--- src/rtl/injseq_pkg.sv ---
`timescale 1ns/1ps
package injseq_pkg;
    typedef enum logic {
        SEQ_IDLE = 1'b0,
        SEQ_RUN  = 1'b1
    } seq_state_t;

    localparam int ADDR_W = 3;
    localparam logic [ADDR_W-1:0] ADDR_PERIOD   = 3'd0;
    localparam logic [ADDR_W-1:0] ADDR_PATTERN  = 3'd1;
    localparam logic [ADDR_W-1:0] ADDR_AMP      = 3'd2;
    localparam logic [ADDR_W-1:0] ADDR_INTERVAL = 3'd3;
    localparam logic [ADDR_W-1:0] ADDR_WIDTH    = 3'd4;
    localparam logic [ADDR_W-1:0] ADDR_CTRL     = 3'd5;
endpackage

--- src/rtl/injseq_trig_sync.sv ---
`timescale 1ns/1ps
module injseq_trig_sync #(
    parameter int STAGES = 2
) (
    input  logic clk,
    input  logic rst_n,
    input  logic trig_i,
    output logic rise_o
);
    logic [STAGES:0] sync_q;

    always_ff @(posedge clk or negedge rst_n) begin
        if (!rst_n) sync_q <= '0;
        else        sync_q <= {sync_q[STAGES-1:0], trig_i};
    end

    assign rise_o = sync_q[STAGES-1] & ~sync_q[STAGES];
endmodule

--- src/rtl/injseq_regs.sv ---
`timescale 1ns/1ps
module injseq_regs
    import injseq_pkg::*;
#(
    parameter int DW           = 16,
    parameter int PAT_W        = 16,
    parameter int AMP_W        = 8,
    parameter int DEF_PERIOD   = 311,
    parameter int DEF_INTERVAL = 16,
    parameter int DEF_WIDTH    = 2
) (
    input  logic              clk,
    input  logic              rst_n,
    input  logic              we_i,
    input  logic [ADDR_W-1:0] addr_i,
    input  logic [DW-1:0]     wdata_i,
    input  logic              load_i,
    output logic [DW-1:0]     period_o,
    output logic [PAT_W-1:0]  pat_next_o,
    output logic [DW-1:0]     interval_o,
    output logic [DW-1:0]     width_o,
    output logic [AMP_W-1:0]  amp_o,
    output logic              cont_o,
    output logic              stop_wr_o
);
    localparam logic [DW-1:0] MIN_PERIOD   = DW'(2);
    localparam logic [DW-1:0] MIN_INTERVAL = DW'(1);

    logic [DW-1:0]    stg_period, stg_interval, stg_width;
    logic [PAT_W-1:0] stg_pat;
    logic [AMP_W-1:0] stg_amp;
    logic [DW-1:0]    act_period, act_interval, act_width;
    logic [AMP_W-1:0] act_amp;
    logic             cont_q;

    always_ff @(posedge clk or negedge rst_n) begin
        if (!rst_n) begin
            stg_period   <= DW'(DEF_PERIOD);
            stg_pat      <= PAT_W'(1);
            stg_amp      <= '0;
            stg_interval <= DW'(DEF_INTERVAL);
            stg_width    <= DW'(DEF_WIDTH);
            cont_q       <= 1'b0;
        end else if (we_i) begin
            unique case (addr_i)
                ADDR_PERIOD:   stg_period   <= wdata_i;
                ADDR_PATTERN:  stg_pat      <= wdata_i[PAT_W-1:0];
                ADDR_AMP:      stg_amp      <= wdata_i[AMP_W-1:0];
                ADDR_INTERVAL: stg_interval <= wdata_i;
                ADDR_WIDTH:    stg_width    <= wdata_i;
                ADDR_CTRL:     cont_q       <= wdata_i[0];
                default:       ;
            endcase
        end
    end

    always_ff @(posedge clk or negedge rst_n) begin
        if (!rst_n) begin
            act_period   <= DW'(DEF_PERIOD);
            act_amp      <= '0;
            act_interval <= DW'(DEF_INTERVAL);
            act_width    <= DW'(DEF_WIDTH);
        end else if (load_i) begin
            act_period   <= stg_period;
            act_amp      <= stg_amp;
            act_interval <= stg_interval;
            act_width    <= stg_width;
        end
    end

    assign period_o   = (act_period < MIN_PERIOD) ? MIN_PERIOD : act_period;
    assign interval_o = (act_interval < MIN_INTERVAL) ? MIN_INTERVAL : act_interval;
    assign width_o    = act_width;
    assign amp_o      = act_amp;
    assign pat_next_o = stg_pat;
    assign cont_o     = cont_q;
    assign stop_wr_o  = we_i && (addr_i == ADDR_CTRL) && wdata_i[1];
endmodule

--- src/rtl/injseq_ctrl.sv ---
`timescale 1ns/1ps
module injseq_ctrl
    import injseq_pkg::*;
#(
    parameter int DW = 16
) (
    input  logic          clk,
    input  logic          rst_n,
    input  logic          trig_rise_i,
    input  logic [DW-1:0] period_i,
    input  logic          cont_i,
    input  logic          stop_wr_i,
    output logic          frame_start_o,
    output logic          frame_end_o,
    output logic          active_o,
    output logic          load_o
);
    seq_state_t    state_q, state_d;
    logic [DW-1:0] cnt_q;
    logic          stop_q;
    logic          last_cycle, keep_going;

    assign last_cycle = (cnt_q == period_i - DW'(1));
    assign keep_going = cont_i && !stop_q;

    always_comb begin
        state_d = state_q;
        unique case (state_q)
            SEQ_IDLE: if (trig_rise_i) state_d = SEQ_RUN;
            SEQ_RUN:  if (last_cycle && !keep_going) state_d = SEQ_IDLE;
            default:  state_d = SEQ_IDLE;
        endcase
    end

    always_ff @(posedge clk or negedge rst_n) begin
        if (!rst_n) state_q <= SEQ_IDLE;
        else        state_q <= state_d;
    end

    always_ff @(posedge clk or negedge rst_n) begin
        if (!rst_n)                          cnt_q <= '0;
        else if (state_q != SEQ_RUN || load_o) cnt_q <= '0;
        else                                 cnt_q <= cnt_q + DW'(1);
    end

    always_ff @(posedge clk or negedge rst_n) begin
        if (!rst_n)                  stop_q <= 1'b0;
        else if (state_q == SEQ_IDLE) stop_q <= 1'b0;
        else if (stop_wr_i)          stop_q <= 1'b1;
    end

    always_comb begin
        frame_start_o = 1'b0;
        frame_end_o   = 1'b0;
        active_o      = 1'b0;
        load_o        = 1'b0;
        unique case (state_q)
            SEQ_IDLE: load_o = trig_rise_i;
            SEQ_RUN: begin
                active_o      = 1'b1;
                frame_start_o = (cnt_q == '0);
                frame_end_o   = last_cycle;
                load_o        = last_cycle && keep_going;
            end
            default: ;
        endcase
    end
endmodule

--- src/rtl/injseq_pulse_gen.sv ---
`timescale 1ns/1ps
module injseq_pulse_gen #(
    parameter int DW    = 16,
    parameter int PAT_W = 16
) (
    input  logic             clk,
    input  logic             rst_n,
    input  logic             run_i,
    input  logic             restart_i,
    input  logic [PAT_W-1:0] pat_i,
    input  logic [DW-1:0]    interval_i,
    input  logic [DW-1:0]    width_i,
    output logic             inject_en_o
);
    logic [PAT_W-1:0] shreg_q;
    logic [DW-1:0]    slot_cnt_q, width_cnt_q;
    logic             slot_now;

    assign slot_now = (slot_cnt_q == '0);

    always_ff @(posedge clk or negedge rst_n) begin
        if (!rst_n) begin
            shreg_q     <= '0;
            slot_cnt_q  <= '0;
            width_cnt_q <= '0;
        end else if (restart_i) begin
            shreg_q     <= pat_i;
            slot_cnt_q  <= '0;
            width_cnt_q <= '0;
        end else if (!run_i) begin
            slot_cnt_q  <= '0;
            width_cnt_q <= '0;
        end else begin
            if (slot_now) begin
                shreg_q <= {shreg_q[0], shreg_q[PAT_W-1:1]};
                if (shreg_q[0])              width_cnt_q <= width_i;
                else if (width_cnt_q != '0)  width_cnt_q <= width_cnt_q - DW'(1);
            end else if (width_cnt_q != '0) begin
                width_cnt_q <= width_cnt_q - DW'(1);
            end
            slot_cnt_q <= (slot_cnt_q >= interval_i - DW'(1)) ? '0 : slot_cnt_q + DW'(1);
        end
    end

    assign inject_en_o = (width_cnt_q != '0);
endmodule

--- src/rtl/inj_frame_sequencer.sv ---
`timescale 1ns/1ps
module inj_frame_sequencer
    import injseq_pkg::*;
#(
    parameter int DW         = 16,
    parameter int PAT_W      = 16,
    parameter int AMP_W      = 8,
    parameter int DEF_PERIOD = 311,
    parameter int SYNC_STAGES = 2
) (
    input  logic              clk,
    input  logic              rst_n,
    input  logic              trig_in,
    input  logic              reg_we,
    input  logic [ADDR_W-1:0] reg_addr,
    input  logic [DW-1:0]     reg_wdata,
    output logic              frame_start,
    output logic              frame_end,
    output logic              frame_active,
    output logic              inject_en,
    output logic [AMP_W-1:0]  inject_amp
);
    logic             trig_rise, load, stop_wr, cont;
    logic [DW-1:0]    period, interval, width;
    logic [PAT_W-1:0] pat_next;
    logic [AMP_W-1:0] amp;

    injseq_trig_sync #(.STAGES(SYNC_STAGES)) u_sync (
        .clk(clk), .rst_n(rst_n), .trig_i(trig_in), .rise_o(trig_rise)
    );

    injseq_regs #(.DW(DW), .PAT_W(PAT_W), .AMP_W(AMP_W), .DEF_PERIOD(DEF_PERIOD)) u_regs (
        .clk(clk), .rst_n(rst_n), .we_i(reg_we), .addr_i(reg_addr), .wdata_i(reg_wdata),
        .load_i(load), .period_o(period), .pat_next_o(pat_next), .interval_o(interval),
        .width_o(width), .amp_o(amp), .cont_o(cont), .stop_wr_o(stop_wr)
    );

    injseq_ctrl #(.DW(DW)) u_ctrl (
        .clk(clk), .rst_n(rst_n), .trig_rise_i(trig_rise), .period_i(period),
        .cont_i(cont), .stop_wr_i(stop_wr), .frame_start_o(frame_start),
        .frame_end_o(frame_end), .active_o(frame_active), .load_o(load)
    );

    injseq_pulse_gen #(.DW(DW), .PAT_W(PAT_W)) u_pulse (
        .clk(clk), .rst_n(rst_n), .run_i(frame_active), .restart_i(load | frame_end),
        .pat_i(pat_next), .interval_i(interval), .width_i(width), .inject_en_o(inject_en)
    );

    assign inject_amp = inject_en ? amp : '0;
endmodule

--- config.mk ---
export PLATFORM = sky130hd
export DESIGN_NAME = inj_frame_sequencer
export DESIGN_NICKNAME = d
export VERILOG_FILES = /design/src/rtl/injseq_pkg.sv /design/src/rtl/injseq_trig_sync.sv /design/src/rtl/injseq_regs.sv /design/src/rtl/injseq_ctrl.sv /design/src/rtl/injseq_pulse_gen.sv /design/src/rtl/inj_frame_sequencer.sv
export SDC_FILE = /design/constraint.sdc
export NUM_CORES = 1
export LEC_CHECK = 0
export BUFFER_PORTS_ARGS = -buffer_cell sky130_fd_sc_hd__buf_2
export CAP_MARGIN = 10
export CORE_ASPECT_RATIO = 1.4
export CORE_UTILIZATION = 25
export CTS_BUF_LIST = sky130_fd_sc_hd__clkbuf_8
export CTS_CLUSTER_DIAMETER = 30
export DETAILED_ROUTE_END_ITERATION = 8
export PLACE_DENSITY = 0.4
export SLEW_MARGIN = 0
export SYNTH_ARGS = -nofsm -noshare
export SYNTH_HDL_FRONTEND = slang
export SYNTH_SLANG_ARGS = --single-unit
export TNS_END_PERCENT = 20
--- constraint.sdc ---
create_clock -name clk -period 6.3 [get_ports clk]
set_input_delay 0.63 -clock clk [delete_from_list [all_inputs] [get_ports clk]]
set_output_delay 0.63 -clock clk [all_outputs]
set_load 0.01 [all_outputs]
Word level (Yosys, flattened, before mapping)

Index checks and enable logic that the tools add are counted.
Widths: inputs -> output; s select.

Bits in registers: 198
Input bits: 23
Logic and storage cells: 81

Add/sub/neg operators: 5
$lt $le $gt $ge: 3
Equal/unequal tests: 7
Muxes and demuxes: 24
Bitwise operators: 4
Reduce and logical (&&, ||, !) cells: 21

Operators by type and width:

| operator              | count |
|---|---|
| $mux 16               | 14 |
| $sub 16x1->16 const B | 3 |
| $add 16x1->16 const B | 2 |
| $logic_not 16->1      | 2 |
| $eq 16x16->1          | 1 |
| $ge 16x16->1          | 1 |
| $lt 16x1->1 const B   | 1 |
| $lt 16x2->1 const B   | 1 |
| $reduce_bool 16->1    | 1 |
| $reduce_and 2->1      | 7 |
| $mux 8                | 1 |
| $mux 1                | 7 |
| $eq 3x2->1 const B    | 2 |
| $eq 3x3->1 const B    | 2 |
| $logic_and 1x1->1     | 5 |
| $pmux 1 s2            | 2 |
| $reduce_bool 2->1     | 2 |
| $eq 3x1->1 const B    | 1 |
| $logic_not 3->1       | 1 |
| $logic_not 1->1       | 2 |
| $ne 2x2->1 const B    | 1 |
| $not 1->1             | 2 |
| $and 1x1->1           | 1 |
| $logic_or 1x1->1      | 1 |
| $or 1x1->1            | 1 |

Logic depth before layout (Yosys ltp)

Depth in word-level cells: 9
Depth in mapped cells: 16
Mapped depth without buffers: 15

Modules after synthesis

A second synthesis with hierarchy kept.

Cells, all modules: 871
Area, all modules: 10075.9 µm²

Modules (own cells, without submodules):

| module              | times used | cells an instance | area each (µm²) | seq. area each (µm²) |
|---|---|---|---|---|
| injseq_regs         | 1          | 321               | 5191.2          | 3249.4 |
| injseq_pulse_gen    | 1          | 344               | 3128.0          | 1201.2 |
| injseq_ctrl         | 1          | 193               | 1611.5          | 450.4 |
| injseq_trig_sync    | 1          | 4                 | 88.8            | 75.1 |
| inj_frame_sequencer | 1          | 9                 | 56.3            | 0.0 |

Worst setup path after synthesis

No wires, ideal clock.

Path type: register to register
From: register u_regs.act_period[10]
To: register u_ctrl.cnt_q[10]
Setup time: 120 ps
Arrival: 3708 ps
Setup slack: 2472 ps
Cell stages (with the launch flop): 13
Cells stage by stage: dfrtp_1 > nor4_2 > nand4_1 > nand2_1 > ha_1 > or4b_4 > or3_1 > a221oi_2 > o221ai_1 > or2_1 > or4_4 > buf_6 > and3_1

Word-level cells in the longest chain between the ends: 8

Ends and longest elaborated chain:

| item                     | line              | RTL |
|---|---|---|
| start: declaration       | injseq_regs.sv:32 | `logic [DW-1:0] act_period, act_interval, act_width;` |
| start signal: assignment | injseq_regs.sv:59 | `act_period <= DW'(DEF_PERIOD);` |
| start signal: assignment | injseq_regs.sv:64 | `act_period <= stg_period;` |
| $lt 16x2->1              | injseq_regs.sv:71 | `assign period_o = (act_period < MIN_PERIOD) ? MIN_PERIOD : act_period;` |
| $mux 16 *                | injseq_regs.sv:71 |  |
| $sub 16x1->16 *          | injseq_ctrl.sv:23 | `assign last_cycle = (cnt_q == period_i - DW'(1));` |
| $eq 16x16->1 *           | injseq_ctrl.sv:23 |  |
| $logic_and 1x1->1 *      | injseq_ctrl.sv:63 | `load_o = last_cycle && keep_going;` |
| $pmux 1 s2 *             | injseq_ctrl.sv:57 | `unique case (state_q)` |
| $logic_or 1x1->1 *       | injseq_ctrl.sv:42 | `else if (state_q != SEQ_RUN \|\| load_o) cnt_q <= '0;` |
| $mux 16 *                | injseq_ctrl.sv:42 |  |
| end signal: assignment   | injseq_ctrl.sv:43 | `else cnt_q <= cnt_q + DW'(1);` |
| end: declaration         | injseq_ctrl.sv:19 | `logic [DW-1:0] cnt_q;` |

Mark *: on every way between the ends. The rest lies on a longest branch, timed or not.
A chain may end at the register's enable or synchronous reset.

Worst setup path in the final report

From: register u_regs.act_period[10]
To: output frame_end

Word-level cells in the longest chain between the ends: 5

Ends and longest elaborated chain:

| item             | line                      | RTL |
|---|---|---|
| $lt 16x2->1      | injseq_regs.sv:71         |  |
| $mux 16 *        | injseq_regs.sv:71         |  |
| $sub 16x1->16 *  | injseq_ctrl.sv:23         |  |
| $eq 16x16->1 *   | injseq_ctrl.sv:23         |  |
| $mux 1 *         | injseq_ctrl.sv:57         |  |
| end: declaration | inj_frame_sequencer.sv:18 | `output logic frame_end,` |

Marks and branches as above.

==> impl_metrics.yaml <==
outcome:
  run_status: "complete, no violations"
sta:
  final.setup_skew_ns: 0.02002
  final.period_utilization: 0.7889
  report.final.hold_viol_count: 0
  total_of_endpoints_with_negative_setup_slack_in_the_final_report: 0
  holdWs_ns: 0.04523
  clock.fmax_mhz: 201.2
  rsz0062_at_grt: "no"
  worstMarginPinSlew_ns: 1.055
  timing.slew.headroom: 0.2953
  period_minus_slack_ns: 4.970
  timing.final.max_slew_violations: 0
  fin_tns_setup_ns: 0
run:
  maxCapViolations: 0
placement:
  dp_hpwl_microns: 16240
  detailed_place.area_sq_mm: 0.01040
  gp_routability_congestion: 0.7587
  io_buffer_count: 34
setup_path:
  critical_path_buf_inv_count: 1
  rr_worst_depth: 12
  cell_chain_critical_path: "nor4_2 > nand4_1 > nand2_1 > ha_1 > or4b_4 > or3_1 > a221oi_2 > o221ai_1 > and4bb_2 > and3_1 > buf_2"
  critical_path_class: "flop to primary output"
  worstPathArrival_ns: 4.34
  worst-path-max-fanout: 7
  worstSetupStartpointType: "flop"
  reg2reg_from: "u_regs.act_period[10]$_DFFE_PN0P_"
  regToRegSetupSlack_ns: 1.50
  worst-endpoint-required_ns: 5.67
  critical_path.reg2reg.endpoint: "u_regs.act_period[11]$_DFFE_PN0P_"
  cpLargestDelayFamily: "simple AND/OR/NAND/NOR gates"
  cpPeakStageDelay_ns: 0.59
  setup.worst_path.end_class: "primary output"
  cpMaxStageDelayCell: "nor4_2"
drt:
  via_count: 6146
  detail_route.vias_per_cell: 4.667
  drt-wirelength-per-cell_microns: 17.62
  finalWirelength_microns: 23210
  drt_pass1_iterations: 4
  final_antenna_net_count: 0
  post-route-drc-count: 0
  initialDrtViolationCount: 220
pwr:
  p_leak_nw: 4.863
  vdd_drop_max_uv: 181.0
  cellPowerDensity_mw_per_mm2: 485.0
  power_mw: 5.231
clocking:
  worst_setup_hold_path_clk_slew_ns: 0.11
  htreeDepth: 4
  postCtsResizedCells: 0
  cts.sink_count: 198
  clk_latency_ns: 0.50
  cts_root_buffer: "clkbuf_8"
  cts_tree: "built"
  cts_post_setup_buffers_inserted: 0
  cts_hold_repair.buffers: 0
  cts-buffers-inserted: 17
  cts_max_path_buffers: 2
logic_synthesis:
  postSynthCellCount: 802
  synthMostInstantiatedCell: "dfrtp_1"
  cell_type_contributing_the_most_total_cell_area_after_synthesis: "dfrtp_1"
  synthTopCellsByArea: "dfrtp_1, mux2_2, mux2_1"
  synth_flop_cell: "dfrtp_1"
  syn_warnings: 0
  post_synth.cell_area_avg_sq_um: 12.07
  ys_seq_area_frac: 0.5140
  netlist_area_sq_mm: 0.009681
  yosys-top-cells-count: "dfrtp_1, mux2_2, nor2_1"
  synth_enable_flop_cells: 0
  synthDominantCellAreaShare: 0.4679
  ys_ff_latch: 198
  syn_nets: 849
  asyncSetResetFlopFracSynth: 1.000
  synth_cell_types: 61
cells_and_area:
  layout.core_utilization: 0.2850
  finish.instance_area_sq_mm: 0.01078
  num_antenna_cells: 0
  area_growth_pct: 11.40
  drive_above_1_share: 0.2642
  num-nets-final: 878
  final.fill_count: 3979
floorplanning:
  die_y_microns: 234.8
  top_level_ports: 35
  start_util: 0.2559
  placementRows: 84
  chipWidth_microns: 168.3
  core_area_sq_mm: 0.03784
  die_area_sq_mm: 0.03952
global_route:
  globalRoute.totalOverflow: 0
  grt_start_max_net_pins: 160
  total_global_route_track_usage: 0.1251
  grt_first_pass_wirelength_microns: 38140
  grt_pass1_vias: 6526
  grt_antenna_before_repair: 0
min_path:
  hold_path.class: "primary input to async pin"
==> registers in the layout, summed over array words and instances (netlist names) <==
signal / count
u_ctrl.cnt_q: 16
u_pulse.shreg_q: 16
u_pulse.slot_cnt_q: 16
u_pulse.width_cnt_q: 16
u_regs.act_interval: 16
u_regs.act_period: 16
u_regs.pat_next_o: 16
u_regs.stg_interval: 16
u_regs.stg_period: 16
u_regs.stg_width: 16
u_regs.width_o: 16
u_regs.amp_o: 8
u_regs.stg_amp: 8
u_sync.sync_q: 3
u_ctrl.state_q: 1
u_ctrl.stop_q: 1
u_regs.cont_o: 1
==> power by group <==
group / internal (mW) / switching (mW) / total (mW)
combinational: 1.14 / 1.17 / 2.30
clock: 0.340 / 0.489 / 0.829
sequential: 1.69 / 0.407 / 2.10
total: 3.17 / 2.06 / 5.23
==> kinds of logic (layout without fill, tap and decap cells) <==
logic type,after synthesis,after routing,synth area share
XOR/XNOR,71,71,0.06424
adder cells (fa/ha/maj),24,24,0.03102
flip-flops,198,198,0.5140
AND/OR/NAND/NOR,241,241,0.1355
AO/OA/AOI/OAI,58,58,0.04369
buffers and inverters,49,91,0.02469
multiplexers,161,161,0.1869
==> cells in the final DEF (no fill, tap or decap), types with 28 or more instances in the layout <==
cell / instances
and3_1: 28
buf_2: 33
dfrtp_1: 181
mux2_1: 41
mux2_2: 117
nand2_1: 28
nor2_1: 45
nor3_1: 34
xnor2_1: 43
xor2_1: 28
==> final cells by class <==
class | count | area (sq um) | share of cell area
Clock buffer | 19 | 261.5 | 0.02425
Inverter | 14 | 52.55 | 0.004873
Sequential cell | 198 | 4976 | 0.4614
Timing Repair Buffer | 45 | 274.0 | 0.02541
Clock inverter | 13 | 123.9 | 0.01149
Multi-Input combinational cell | 555 | 4504 | 0.4177
Tap cell | 473 | 591.8 | 0.05488
==> per-layer routing <==
metal,track usage,vias up,share of wire
met5,0,-,0
met4,0.03361,0,0.011
met3,0.02324,17,0.017
met2,0.2241,36,0.52
met1,0.1518,3149,0.45
li1,-,2944,-
==> worst max-delay path by stage <==
stage                                       from                            endpoint  slack [ns]  cells after the start
6_report       u_regs.act_period[10]$_DFFE_PN0P_                           frame_end        1.33                     11
5_1_grt        u_regs.act_period[10]$_DFFE_PN0P_                           frame_end        1.06                     11
3_3_place_gp   u_regs.act_period[10]$_DFFE_PN0P_  u_regs.act_interval[0]$_DFFE_PN0P_        1.51                     12
4_1_cts        u_regs.act_period[10]$_DFFE_PN0P_                           frame_end        1.25                     11
2_1_floorplan  u_regs.act_period[10]$_DFFE_PN0P_          u_ctrl.cnt_q[10]$_DFF_PN0_        2.47                     12
3_5_place_dp   u_regs.act_period[10]$_DFFE_PN0P_   u_regs.act_period[11]$_DFFE_PN0P_        1.44                     12
==> worst reg2reg max path: stages, from the launching register on <==
cell and delay [ns]:
dfrtp_1 0.47, nor4_2 0.60, nand4_1 0.27, nand2_1 0.14
ha_1 0.25, or4b_4 0.53, nor4_1 0.26, nor3_1 0.11
a31oi_1 0.18, and4bb_2 0.31, a31oi_4 0.55, buf_4 0.62
mux2_2 0.42
==> through the flow <==
stage | cells | setup WS [ns]
6_report | 1317 | 1.330
3_3_place_gp | 1285 | 1.511
2_1_floorplan | 802 | 2.472
4_1_cts | 1317 | 1.254
5_1_grt | 1317 | 1.064
3_5_place_dp | 1285 | 1.438
Note: power is estimated with default switching activity, not from simulation.
